<file path="config.mk">
export PLATFORM = sky130hd
export DESIGN_NAME = present_seq
export DESIGN_NICKNAME = d
export VERILOG_FILES = /design/src/rtl/present_seq_pkg.sv /design/src/rtl/seq_frame_timer.sv /design/src/rtl/seq_strobe_decode.sv /design/src/rtl/seq_decay_timer.sv /design/src/rtl/present_seq.sv
export SDC_FILE = /design/constraint.sdc
export NUM_CORES = 1
export LEC_CHECK = 0
export CAP_MARGIN = 5
export CORE_MARGIN = 2
export CORE_UTILIZATION = 40
export DETAILED_ROUTE_END_ITERATION = 16
export PLACE_DENSITY_LB_ADDON = 0.2
export RECOVER_POWER = 50
export SYNTH_ARGS = -nofsm -noshare
export SYNTH_HDL_FRONTEND = slang
export SYNTH_SLANG_ARGS = --single-unit
</file>
<file path="constraint.sdc">
create_clock -name clk -period 3.62 [get_ports clk]
set_input_delay 1.086 -clock clk [delete_from_list [all_inputs] [get_ports clk]]
set_output_delay 1.086 -clock clk [all_outputs]
set_load 0.02 [all_outputs]
</file>
<file path="src/rtl/present_seq_pkg.sv">
package present_seq_pkg;

  typedef enum logic [1:0] {
    MODE_LEARN = 2'd0,
    MODE_TEST  = 2'd1,
    MODE_UNSUP = 2'd2,
    MODE_LOAD  = 2'd3
  } pres_mode_e;

  // subphase slots (0-based) of the per-phase strobes
  localparam int unsigned SLOT_NOISE  = 0;
  localparam int unsigned SLOT_COUNT  = 1;
  localparam int unsigned SLOT_ADJUST = 3;

  function automatic logic mode_is_paired(pres_mode_e m);
    return (m == MODE_LEARN) || (m == MODE_UNSUP);
  endfunction

  function automatic logic mode_has_noise(pres_mode_e m);
    return m != MODE_LOAD;
  endfunction

endpackage

</file>
<file path="src/rtl/seq_frame_timer.sv">
module seq_frame_timer #(
  parameter int unsigned SUBS = 5,
  localparam int unsigned SW = (SUBS > 1) ? $clog2(SUBS) : 1
) (
  input  logic          clk,
  input  logic          rst_n,
  input  logic          launch,
  input  logic          paired,
  output logic          busy,
  output logic [SW-1:0] sub,
  output logic          phase_idx,
  output logic          last_cycle
);

  logic last_sub;
  logic last_phase;

  assign last_sub   = (sub == SW'(SUBS - 1));
  assign last_phase = paired ? phase_idx : 1'b1;
  assign last_cycle = busy && last_sub && last_phase;

  always_ff @(posedge clk) begin
    if (!rst_n) begin
      busy      <= 1'b0;
      sub       <= '0;
      phase_idx <= 1'b0;
    end else if (launch) begin
      busy      <= 1'b1;
      sub       <= '0;
      phase_idx <= 1'b0;
    end else if (busy) begin
      if (last_sub) begin
        sub <= '0;
        if (last_phase) begin
          busy      <= 1'b0;
          phase_idx <= 1'b0;
        end else begin
          phase_idx <= 1'b1;
        end
      end else begin
        sub <= sub + 1'b1;
      end
    end
  end

endmodule

</file>
<file path="src/rtl/seq_strobe_decode.sv">
module seq_strobe_decode
  import present_seq_pkg::*;
#(
  parameter int unsigned SUBS = 5,
  localparam int unsigned SW = (SUBS > 1) ? $clog2(SUBS) : 1
) (
  input  logic          busy,
  input  pres_mode_e    mode,
  input  logic [SW-1:0] sub,
  input  logic          phase_idx,
  output logic          noise_en,
  output logic          corr_strobe,
  output logic          adjust_strobe,
  output logic          phase_teacher,
  output logic          clamp_out,
  output logic          load_en
);

  logic in_noise, in_count, in_adjust;

  assign in_noise  = (sub == SW'(SLOT_NOISE));
  assign in_count  = (sub == SW'(SLOT_COUNT));
  assign in_adjust = (sub == SW'(SLOT_ADJUST));

  always_comb begin
    noise_en      = busy && in_noise && mode_has_noise(mode);
    corr_strobe   = busy && in_count && mode_is_paired(mode);
    adjust_strobe = busy && in_adjust && phase_idx && mode_is_paired(mode);
    load_en       = busy && (mode == MODE_LOAD);
    phase_teacher = 1'b0;
    clamp_out     = 1'b0;
    if (busy) begin
      unique case (mode)
        MODE_LEARN: begin
          phase_teacher = !phase_idx;
          clamp_out     = !phase_idx;
        end
        MODE_UNSUP: phase_teacher = 1'b1;
        default: begin
          phase_teacher = 1'b0;
          clamp_out     = 1'b0;
        end
      endcase
    end
  end

endmodule

</file>
<file path="src/rtl/seq_decay_timer.sv">
module seq_decay_timer #(
  parameter int unsigned DECAY_W = 8
) (
  input  logic               clk,
  input  logic               rst_n,
  input  logic               tick,
  input  logic [DECAY_W-1:0] period,
  output logic               pulse
);

  logic [DECAY_W-1:0] seen;
  logic [DECAY_W:0]   next_seen;
  logic               enabled;

  assign enabled   = (period != '0);
  assign next_seen = {1'b0, seen} + 1'b1;
  assign pulse     = tick && enabled && (next_seen >= {1'b0, period});

  always_ff @(posedge clk) begin
    if (!rst_n) begin
      seen <= '0;
    end else if (tick) begin
      if (!enabled || pulse) seen <= '0;
      else                   seen <= next_seen[DECAY_W-1:0];
    end
  end

endmodule

</file>
<file path="src/rtl/present_seq.sv">
module present_seq
  import present_seq_pkg::*;
#(
  parameter int unsigned PAT_W   = 8,
  parameter int unsigned SUBS    = 5,
  parameter int unsigned DECAY_W = 8,
  localparam int unsigned SW = (SUBS > 1) ? $clog2(SUBS) : 1
) (
  input  logic               clk,
  input  logic               rst_n,
  input  logic [1:0]         mode,
  input  logic [DECAY_W-1:0] decay_period,
  input  logic               pat_valid,
  output logic               pat_ready,
  input  logic [PAT_W-1:0]   pat_data,
  output logic [PAT_W-1:0]   pat_hold,
  output logic               busy,
  output logic               noise_en,
  output logic               corr_strobe,
  output logic               adjust_strobe,
  output logic               phase_teacher,
  output logic               clamp_out,
  output logic               load_en,
  output logic               done,
  output logic               decay_pulse
);

  pres_mode_e    mode_q;
  logic          launch;
  logic [SW-1:0] sub;
  logic          phase_idx;
  logic          last_cycle;

  assign pat_ready = !busy;
  assign launch    = pat_valid && pat_ready;
  assign done      = last_cycle;

  always_ff @(posedge clk) begin
    if (!rst_n) begin
      mode_q   <= MODE_LEARN;
      pat_hold <= '0;
    end else if (launch) begin
      mode_q   <= pres_mode_e'(mode);
      pat_hold <= pat_data;
    end
  end

  seq_frame_timer #(.SUBS(SUBS)) u_timer (
    .clk        (clk),
    .rst_n      (rst_n),
    .launch     (launch),
    .paired     (mode_is_paired(mode_q)),
    .busy       (busy),
    .sub        (sub),
    .phase_idx  (phase_idx),
    .last_cycle (last_cycle)
  );

  seq_strobe_decode #(.SUBS(SUBS)) u_decode (
    .busy          (busy),
    .mode          (mode_q),
    .sub           (sub),
    .phase_idx     (phase_idx),
    .noise_en      (noise_en),
    .corr_strobe   (corr_strobe),
    .adjust_strobe (adjust_strobe),
    .phase_teacher (phase_teacher),
    .clamp_out     (clamp_out),
    .load_en       (load_en)
  );

  seq_decay_timer #(.DECAY_W(DECAY_W)) u_decay (
    .clk    (clk),
    .rst_n  (rst_n),
    .tick   (last_cycle && (mode_q == MODE_UNSUP)),
    .period (decay_period),
    .pulse  (decay_pulse)
  );

endmodule

</file>
After elaboration in Yosys (flattened, before gate mapping):

Index checks and enable logic that the tools add are counted.

* muxes and demuxes: 11
* bitwise gates (word level): 1
* reduce and logical (&&, ||, !) cells: 24
* add/subtract/negate cells: 2
* eq/ne operators: 6
* magnitude comparators: 1

Operator list (number)
* logical AND 1 bit: 14
* adder 8 x 1 -> 9 bit, second input constant: 1
* >= comparator 9 x 8 -> 1 bit: 1
* 2-to-1 mux 1 bit: 8
* 2-to-1 mux 8 bit: 1
* nonzero test 8 bit: 1
* == test 2 bit, second input constant: 2
* adder 3 x 1 -> 3 bit, second input constant: 1
* == test 3 x 1 -> 1 bit, second input constant: 1
* == test 3 x 2 -> 1 bit, second input constant: 1
* == test 3 bit, second input constant: 1
* logical NOT 1 bit: 3
* logical NOT 3 bit: 1
* 2-to-1 mux 3 bit: 1
* logical NOT 2 bit: 1
* logical OR 1 bit: 2
* != test 2 bit, second input constant: 1
* one-hot mux 1 bit (2 select lines): 1
* AND reduction 2 bit: 1
* OR reduction 2 bit: 1
* inverter 1 bit: 1

* flip-flop bits (word level): 23
* word-level logic and storage cells: 51
* input port bits: 21

Longest topological paths before layout:

Gate-level depths: netlist of the first run.

* depth in word-level cells: 9
* mapped depth: 10
* mapped depth without buffers: 10

Modules after synthesis:

Synthesis of the first run repeated with hierarchy kept, for this count alone.

* cells, all modules: 163
* area total of the unflattened synthesis: 1371.3 sq um

By module, submodules not included
* seq_decay_timer: times used 1, sequential area each 160.2 sq um, cells each 76, area each 629.4 sq um
* present_seq: times used 1, sequential area each 200.2 sq um, cells each 47, area each 432.9 sq um
* seq_frame_timer: times used 1, sequential area each 100.1 sq um, cells each 29, area each 246.5 sq um
* seq_strobe_decode: times used 1, sequential area each 0.0 sq um, cells each 11, area each 62.6 sq um

Worst setup path after synthesis of the first run:

OpenSTA, ideal clock, no wires.

* kind: input to output
* start: input decay_period[0]
* end: output decay_pulse
* data required time: 2.534 ns
* arrival time: 2.390 ns
* slack: 0.144 ns
* cell stages on the path: 6
* cells stage by stage: ha_1 > nand2b_1 > nand3_1 > a211o_1 > buf_6 > a21boi_0

* word-level cells in the longest chain between the ends: 3
* elaborated cells on any way between the ends: 4

Ends and longest elaborated chain
* start: declaration: line present_seq.sv:12 `input logic [DECAY_W-1:0] decay_period,`
* branches (longest 2 deep; another with >= comparator 9 x 8 -> 1 bit)
* logical AND 1 bit *: line seq_decay_timer.sv:17 `assign pulse = tick && enabled && (next_seen >= {1'b0, period});`
* end: declaration: line present_seq.sv:25 `output logic decay_pulse`

Mark *: on every way between the ends.

Worst setup path in the final report of the first run:

* start: register u_decay.seen[1]
* end: output decay_pulse

* word-level cells in the longest chain between the ends: 3

Ends and longest elaborated chain
* start: declaration: line seq_decay_timer.sv:11 `logic [DECAY_W-1:0] seen;`
* start signal: assignment: line seq_decay_timer.sv:24 `else seen <= next_seen[DECAY_W-1:0];`
* adder 8 x 1 -> 9 bit: line seq_decay_timer.sv:16 `assign next_seen = {1'b0, seen} + 1'b1;`
* >= comparator 9 x 8 -> 1 bit: line seq_decay_timer.sv:17
* logical AND 1 bit: line seq_decay_timer.sv:17

No other way between the ends.

==> metrics, run 1 <==
async set or reset register ratio after synthesis=0%; crit path max-delay cell type=dfxtp_2; Routed Antenna Nets=0; Leakage=0.861 nW; GRT Residual Overflow=0; Pwr Density=238 nW/um2; FP Rows=21; Startpoint Class=register; Final Max Tran Viols=0; CTS sink count=23; FILL cells=311; post-synthesis sequential area ratio=32.3%; 1st-pass router iterations=4; DIE AREA=4060 um2; RD Place Congestion=0.839; Reg area=463 um2; Net Count, Synth=206; WS Path Type=register to output port; slack of the critical path=113 ps; H-tree depth=1; most common cell after layout, fill and taps aside=nand2_1; vias in the first global route=1380; CTS root buf=clkbuf_4; Die Width=63.7 um; dominant cells by area after synthesis=dfxtp_1 (32%), ha_1 (11%), nand2_1 (9.2%); crit path to=decay_pulse; Reg2Reg Depth=12; largest net degree at the start of global routing=24; worst vdd ir=161 uV; Worst R2R Start=u_decay.seen[1]$_SDFFE_PN0P_; outcome=completed; cell area after placement=1900 um2; Max transition margin=54.2%; fraction of layout cells with a size suffix above 1=19.1%; Final Critical Period=3510 ps; Hold Vio Cnt, Final=0; Die Ht=63.7 um; Yosys warnings=0; Total Nets Final=255; Post-Place Worst Slack=-552 ps; crit-path cells=ha_2 > nand3_2 > and2_1 > or2_2 > ha_4 > nand2_1 > a211o_1 > a21boi_1 > buf_4; routed length per instance=12.9 um; area of the multi-input gates=972 um2; #FFs+latches synth=23; period utilization=96.9%; area growth from synthesis to layout=42.2%; commonest cells after routing, fill and taps aside=nand2_1 (35), dfxtp_1 (21), clkdlybuf4s50_1 (19); CTS tree=done; Worst-path clk slew=120 ps; WL final=3420 um; initial antenna violation count=0; reported max-cap violation count=0; Post-synth EDFFs=0; largest stage delay on the critical path=350 ps; Starting Density=42.1%; cell taking the most area after synthesis=dfxtp_1; r2r endpoint=u_decay.seen[6]$_SDFFE_PN0P_; vias per inst=5.11; vias=1358; hold buffer count at CTS=0; Worst Skew=5.56 ps; Synth Instances=172; Inserted Diodes=0; Top-Level Pins=39; Detailed Place HPWL=2520 um; ys flop type=dfxtp_1; Slew @ Worst Pin=685 ps; met1 WL=1560 um; Reg2Reg Setup Slack=1250 ps; Req. time, crit path=2530 ps; met2 WL=1670 um; Port Buffer Count=38; Hold Crit Class=register to register; Max Used Layer=met4; first-pass GRT wire length=6070 um; Worst EP arrival=2420 ps; drc violations=0; critical path fanouts, max=3; synthesized area=1430 um2; Crit. Startpoint=u_decay.seen[1]$_SDFFE_PN0P_; Clock Tree Buf Depth=2; final instance area=2030 um2; core area=3390 um2; GRT Total Usage=18.2%; share of Yosys cell area claimed by the top area cell type=32.3%; routed length on met3=153 um; Netlist cell types=37; Initial DRC Count=76; mean area per synthesized cell=8.30 um2; maximum clock rate=285 MHz; Clk Latency, worst-skew pair=300 ps; final setup violation count=0; CTS buffer count=3; critical path endpoint category=output port; setup TNS=0 ps
## synth_stat cells (2+ instances only)
cell       number
o32a_2          2
a21boi_0       11
buf_6           2
and2_1          3
inv_1          13
a21boi_1        8
nor2_1          5
clkbuf_1        4
nand2_1        35
nor3b_1         2
ha_1           13
nor4_1          2
a21oi_1         5
o2111ai_1       2
and3_1          6
nand4_1         5
and2b_1         2
or2_2           2
xor2_1          3
nor2b_1         4
nand2b_1        2
nand3_1         4
dfxtp_1        23
## worst max-delay path: cells and delay by family, from the launching register on
family / cells / cell delay [ps]
adder cells (fa/ha/maj): 2 / 470
buffers and inverters: 1 / 160
flip-flops: 1 / 350
AND/OR/NAND/NOR: 4 / 690
AO/OA/AOI/OAI: 2 / 440
## cell type report
class                   instances  area share [%]
flip-flops and latches         23            22.8
well taps                      46            2.84
inverters                      13            2.40
clock buffers                   4            1.29
multi-input cells             130            47.9
repair buffers                 50            22.7
## power by group
group          internal [mW]  switching, mW
combinational         0.0490         0.0468
sequential             0.261        0.00777
clock                 0.0429         0.0755
total                  0.353          0.130
## timing repair
item | 4_1_cts | 5_1_grt
resized for setup | 26 | 7
pin swaps | 8 | 4
buffers inserted | 1 | 1
endpoints found under the setup margin | 1 | 1
gates cloned | 0 | 0
## per-stage QoR
stage	std cells	hold WS, ps	utilization [%]	total power [mW]
3_5_place_dp	260	462	56.1	0.372
2_1_floorplan	172	443	-	0.318
4_1_cts	265	478	58.9	0.495
6_report	266	468	59.9	0.483
3_3_place_gp	260	453	56.1	0.369
5_1_grt	266	508	59.9	0.514
## registers in the layout, summed over array words and instances, names as in the netlist
register           cells
pat_hold               8
u_decay.seen           8
u_timer.sub            3
mode_q                 2
u_timer.busy           1
u_timer.phase_idx      1
## worst min-delay path by stage
stage / start / depth (start not counted) / slack (ps) / to
2_1_floorplan: u_decay.seen[1]$_SDFFE_PN0P_ / 2 / 440 / u_decay.seen[1]$_SDFFE_PN0P_
3_3_place_gp: pat_hold[6]$_SDFFE_PN0P_ / 2 / 450 / pat_hold[6]$_SDFFE_PN0P_
3_5_place_dp: pat_hold[7]$_SDFFE_PN0P_ / 2 / 460 / pat_hold[7]$_SDFFE_PN0P_
4_1_cts: pat_hold[7]$_SDFFE_PN0P_ / 2 / 480 / pat_hold[7]$_SDFFE_PN0P_
5_1_grt: pat_hold[6]$_SDFFE_PN0P_ / 2 / 510 / pat_hold[6]$_SDFFE_PN0P_
6_report: pat_hold[6]$_SDFFE_PN0P_ / 2 / 470 / pat_hold[6]$_SDFFE_PN0P_
## layer usage
layer / vias up / track usage (%)
met4: 0 / 4.89
li1: 694 / -
met5: - / 0
met2: 32 / 31.6
met3: 4 / 3.35
met1: 628 / 23.2
## logic make-up after synthesis
kind of cell,share of synthesized area (%)
compound gates,18.3
xor+xnor,2.45
fa+ha+maj,11.4
buf+inv,6.05
flops,32.3
mux,0.789
simple gates,28.7
(Power assumes the default switching activity.)
==> inputs of run 2 (changes only) <==
- REMOVE_ABC_BUFFERS: not set -> 1
- SKIP_CTS_REPAIR_TIMING: not set -> 1
==> metrics, run 2 (synthesized netlist as in run 1, its figures left out) <==
Startpoint Class=register (unchanged); critical path's most frequent cell=buf_4; 1st-pass router iterations=4 (unchanged); largest net degree at the start of global routing=24 (unchanged); Reg power frac=56.0% (was 55.7%); GRT Residual Overflow=0 (unchanged); Inserted Diodes=0 (unchanged); DIE AREA=4060 um2 (unchanged); period utilization=96.8% (was 96.9%); first-pass GRT wire length=5840 um (was 6070 um); WL final=3540 um (was 3420 um); Slew @ Worst Pin=696 ps (was 685 ps); Leakage=0.895 nW (was 0.861 nW); CP top delay family=adder cells (was simple AND/OR/NAND/NOR gates); maximum clock rate=285 MHz (about the same); Comb power frac=19.9% (was 19.8%); Port Buffer Count=38 (unchanged); Final Non-Filler Cells=262 (was 266); Hold Vio Cnt, Final=0 (unchanged); Initial DRC Count=61 (was 76); Hold Crit Class=register to register (unchanged); largest stage delay on the critical path=350 ps (about the same); Clock power frac=24.1% (was 24.5%); Clock Tree Buf Depth=2 (unchanged); initial antenna violation count=0 (unchanged); Die Width=63.7 um (unchanged); Detailed Place HPWL=2560 um (was 2520 um); Final Critical Period=3500 ps (was 3510 ps); worst vdd ir=183 uV (was 161 uV); most common cell after layout, fill and taps aside=nand2_1 (unchanged); critical path fanouts, max=3 (unchanged); final setup violation count=0 (unchanged); Reg2Reg Depth=12 (unchanged); vias=1347 (was 1358); core area=3390 um2 (unchanged); Worst EP arrival=2420 ps (about the same); Die Ht=63.7 um (unchanged); WS Path Type=register to output port (unchanged); outcome=completed (unchanged); crit path max-delay cell type=dfxtp_2 (unchanged); Pint=352 uW (was 353 uW); placed cells=257 (was 260); WHS Path Cells=2 (unchanged); Clk Latency, worst-skew pair=300 ps (about the same); Bufs and invs on worst path=2 (was 1); reported max-cap violation count=0 (unchanged); fraction of layout cells with a size suffix above 1=18.1% (was 19.1%); Req. time, crit path=2530 ps (about the same); sw frac=26.9% (about the same); vias per inst=5.14 (was 5.11); area growth from synthesis to layout=42.2% (about the same); switching pwr=130 uW (about the same); CTS sink count=23 (unchanged); RD Place Congestion=0.832 (was 0.839); Top-Level Pins=39 (unchanged); GRT Total Usage=17.5% (was 18.2%); Final Max Tran Viols=0 (unchanged); crit-path cells=ha_2 > nand3_2 > buf_4 > nor2_4 > xor2_2 > ha_4 > a21oi_2 > o32ai_2 > nor3_2 > a21boi_1 > buf_4 (was ha_2 > nand3_2 > and2_1 > or2_2 > ha_4 > nand2_1 > a211o_1 > a21boi_1 > buf_4); FP Rows=21 (unchanged); Worst Skew=4.28 ps (was 5.56 ps); Pwr Density=237 nW/um2 (was 238 nW/um2); Largest regs=pat_hold (8), u_decay.seen (8), u_timer.sub (3) (unchanged); Total Nets Final=251 (was 255); Worst-path clk slew=130 ps (was 120 ps); Starting Density=42.1% (unchanged); H-tree depth=1 (unchanged); CTS buffer count=3 (unchanged); critical path endpoint category=output port (unchanged); Total Power=481 uW (was 483 uW); commonest cells after routing, fill and taps aside=nand2_1 (35), dfxtp_1 (21), clkdlybuf4s50_1 (20) (was nand2_1 (35), dfxtp_1 (21), clkdlybuf4s50_1 (19)); drc violations=0 (unchanged); CTS tree=done (unchanged); vias in the first global route=1335 (was 1380); critical path depth=11 (was 9); Routed Antenna Nets=0 (unchanged); routed length per instance=13.5 um (was 12.9 um); CTS root buf=clkbuf_4 (unchanged); Max transition margin=53.4% (was 54.2%)
run 2: changes by cell type in the layout (fill, tap and decap cells not counted), sizes merged:
cell           before  now
dlymetal6s2s        1    8
clkbuf              4    3
dlygate4sd2         7    0
clkinv              0    1
dlygate4sd3        10    9
clkdlybuf4s50      19   20
buf                13    9
run 2: worst reg2reg max path: cells and delay by family (launching register included):
| family | cells | cell delay (ps) |
|---|---|---|
| and+or+nand+nor | 4 | 530 |
| AOI/OAI and AO/OA | 3 | 420 |
| adders and majority gates | 2 | 440 |
| DFF | 1 | 350 |
| xor gates and xnor gates | 1 | 210 |
| buffers and inverters | 2 | 360 |
run 2: power by group through the flow:
stage	logic (mW)	registers, mW	clock network (mW)
after detailed placement	0.0951	0.275	0
after floorplan	0.0349	0.281	0
final	0.0960	0.270	0.116
after global placement	0.0931	0.275	0
after global routing	0.105	0.271	0.136
after CTS	0.0959	0.270	0.125
run 2: routing by layer:
| layer | vias to the layer above | routed length (um) | GRT usage [%] |
|---|---|---|---|
| met5 | - | 0 | 0 |
| met4 | 0 | 19 | 5.71 |
| met3 | 2 | 135 | 2.46 |
| met2 | 33 | 1830 | 30.8 |
| met1 | 631 | 1560 | 21.8 |
| li1 | 681 | - | - |
run 2: final cells by class:
class,instances,area (um2)
Multi-Input combinational cell,130,976
Clock inverter,1,5.00
Tap cell,46,57.6
Sequential cell,23,463
Clock buffer,3,22.5
Fill cell,297,1360
Inverter,13,48.8
Timing Repair Buffer,46,458
run 2: worst paths after layout:
kind	start	to	slack, ps
worst max-delay path	u_decay.seen[0]$_SDFFE_PN0P_	decay_pulse	120
worst min-delay path	pat_hold[3]$_SDFFE_PN0P_	pat_hold[3]$_SDFFE_PN0P_	470
worst max register to register	u_decay.seen[0]$_SDFFE_PN0P_	u_decay.seen[0]$_SDFFE_PN0P_	1240
worst min register to register	pat_hold[3]$_SDFFE_PN0P_	pat_hold[3]$_SDFFE_PN0P_	470
run 2: stage by stage:
stage               setup WS, ps  area (um2)  setup TNS (ps)  util (%)  hold WS (ps)
finish                       117        2030               0      59.9           471
global route               -61.7        2030           -61.7      59.9           504
CTS                         -599        1910            -599      56.3           482
detailed placement          -598        1880            -598      55.5           464
global placement            -515        1880            -515      55.5           455
floorplan                    167        1390               0         -           443
==> inputs of run 3 (changes only) <==
==> constraint.sdc (replaced) <==
create_clock -name clk -period 3.62 [get_ports clk]
set_input_delay 1.086 -clock clk [delete_from_list [all_inputs] [get_ports clk]]
set_output_delay 1.086 -clock clk [all_outputs]
set_load 0.01 [all_outputs]
==> metrics, run 3 (synthesized netlist as in run 1, its figures left out) <==
most common cell after layout, fill and taps aside=nand2_1 (unchanged); WS Path Type=register to output port (unchanged); first-pass GRT wire length=5680 um (was 5840 um); period utilization=95.4% (was 96.8%); CTS buffer count=3 (unchanged); placed cells=255 (was 257); Top-Level Pins=39 (unchanged); hold_ws=472 ps (was 471 ps); final instance area=2010 um2 (was 2030 um2); Hold Vio Cnt, Final=0 (unchanged); Req. time, crit path=2530 ps (about the same); critical path endpoint category=output port (unchanged); FILL cells=312 (was 297); Inserted Diodes=0 (unchanged); outcome=completed (unchanged); drc violations=0 (unchanged); cell area after placement=1870 um2 (was 1880 um2); Clock Tree Buf Depth=2 (unchanged); Total Nets Final=250 (was 251); GRT Residual Overflow=0 (unchanged); Die Ht=63.7 um (unchanged); FP Rows=21 (unchanged); Leakage=0.890 nW (was 0.895 nW); worst vdd ir=161 uV (was 183 uV); H-tree depth=1 (unchanged); Port Buffer Count=38 (unchanged); largest stage delay on the critical path=360 ps (was 350 ps); largest net degree at the start of global routing=24 (unchanged); vias per inst=5.07 (was 5.14); Clk Latency, worst-skew pair=300 ps (about the same); vias in the first global route=1313 (was 1335); routed length per instance=12.9 um (was 13.5 um); Starting Density=42.1% (unchanged); vias=1324 (was 1347); CTS root buf=clkbuf_4 (unchanged); Reg area=463 um2 (unchanged); final setup violation count=0 (unchanged); Final Util=59.2% (was 59.9%); maximum clock rate=290 MHz (was 285 MHz); DIE AREA=4060 um2 (unchanged); Final Non-Filler Cells=261 (was 262); Slew @ Worst Pin=659 ps (was 696 ps); Startpoint Class=register (unchanged); area of the multi-input gates=963 um2 (was 976 um2); Die Width=63.7 um (unchanged); initial antenna violation count=0 (unchanged); Detailed Place HPWL=2450 um (was 2560 um); area growth from synthesis to layout=40.7% (was 42.2%); Final Max Tran Viols=0 (unchanged); Max transition margin=55.9% (was 53.4%); core area=3390 um2 (unchanged); Final Critical Period=3450 ps (was 3500 ps); Worst Skew=2.74 ps (was 4.28 ps); 1st-pass router iterations=4 (unchanged); Initial DRC Count=46 (was 61); CTS tree=done (unchanged); commonest cells after routing, fill and taps aside=nand2_1 (35), dfxtp_1 (21), clkdlybuf4s50_1 (19) (was nand2_1 (35), dfxtp_1 (21), clkdlybuf4s50_1 (20)); RD Place Congestion=0.823 (was 0.832); Routed Antenna Nets=0 (unchanged); reported max-cap violation count=0 (unchanged); Hold Crit Class=register to register (unchanged); fraction of layout cells with a size suffix above 1=17.7% (was 18.1%); CTS sink count=23 (unchanged); Worst-path clk slew=130 ps (about the same); WL final=3370 um (was 3540 um); crit path max-delay cell type=dfxtp_2 (unchanged); critical path fanouts, max=3 (unchanged); Largest regs=pat_hold (8), u_decay.seen (8), u_timer.sub (3) (unchanged); Worst EP arrival=2370 ps (was 2420 ps); crit-path cells=ha_2 > nand3_2 > buf_4 > nor2_2 > xor2_2 > ha_4 > a21oi_2 > o32ai_1 > nor3_2 > a21boi_1 > buf_2 (was ha_2 > nand3_2 > buf_4 > nor2_4 > xor2_2 > ha_4 > a21oi_2 > o32ai_2 > nor3_2 > a21boi_1 > buf_4); GRT Total Usage=17.1% (was 17.5%); Pwr Density=236 nW/um2 (was 237 nW/um2)
[run 3: worst paths after layout]
| path | start | endpoint | slack, ps | cells after the start |
|---|---|---|---|---|
| max | u_decay.seen[1]$_SDFFE_PN0P_ | decay_pulse | 170 | 11 |
| max reg2reg | u_decay.seen[1]$_SDFFE_PN0P_ | u_decay.seen[0]$_SDFFE_PN0P_ | 1270 | 12 |
| min | u_decay.seen[1]$_SDFFE_PN0P_ | u_decay.seen[1]$_SDFFE_PN0P_ | 470 | 2 |
| min reg2reg | u_decay.seen[1]$_SDFFE_PN0P_ | u_decay.seen[1]$_SDFFE_PN0P_ | 470 | 2 |
[run 3: layout make-up]
class | count | area share [%]
Clock buffer | 3 | 1.12
Clock inverter | 1 | 0.249
Inverter | 13 | 2.43
Multi-Input combinational cell | 130 | 48.0
Sequential cell | 23 | 23.1
Tap cell | 46 | 2.87
Timing Repair Buffer | 45 | 22.3
[run 3: metal layers]
layer	up-vias	global-route usage (%)	wire length, um
li1	680	-	-
met5	-	0	0
met2	34	28.9	1650
met3	2	3.70	153
met4	0	5.16	19
met1	608	21.8	1540
[run 3: power breakdown]
part / internal, mW / switching (mW)
clock: 0.0412 / 0.0757
sequential: 0.261 / 0.00788
combinational: 0.0491 / 0.0384
[run 3: through the flow]
stage | power, mW | setup TNS (ps) | worst slack, ps
after floorplan | 0.308 | 0 | 356
after global placement | 0.360 | -446 | -446
after detailed placement | 0.362 | -522 | -522
after CTS | 0.482 | -526 | -526
after global routing | 0.508 | -15.1 | -15.1
final | 0.474 | 0 | 168
[run 3: worst max-delay path: cells and delay by family, from the launching register on]
kind | cells | cell delay (ps)
adder cells (fa/ha/maj) | 2 | 440
AND/OR/NAND/NOR | 3 | 460
AO/OA/AOI/OAI | 3 | 300
buffers and inverters | 2 | 290
flip-flops | 1 | 360
XOR/XNOR | 1 | 210
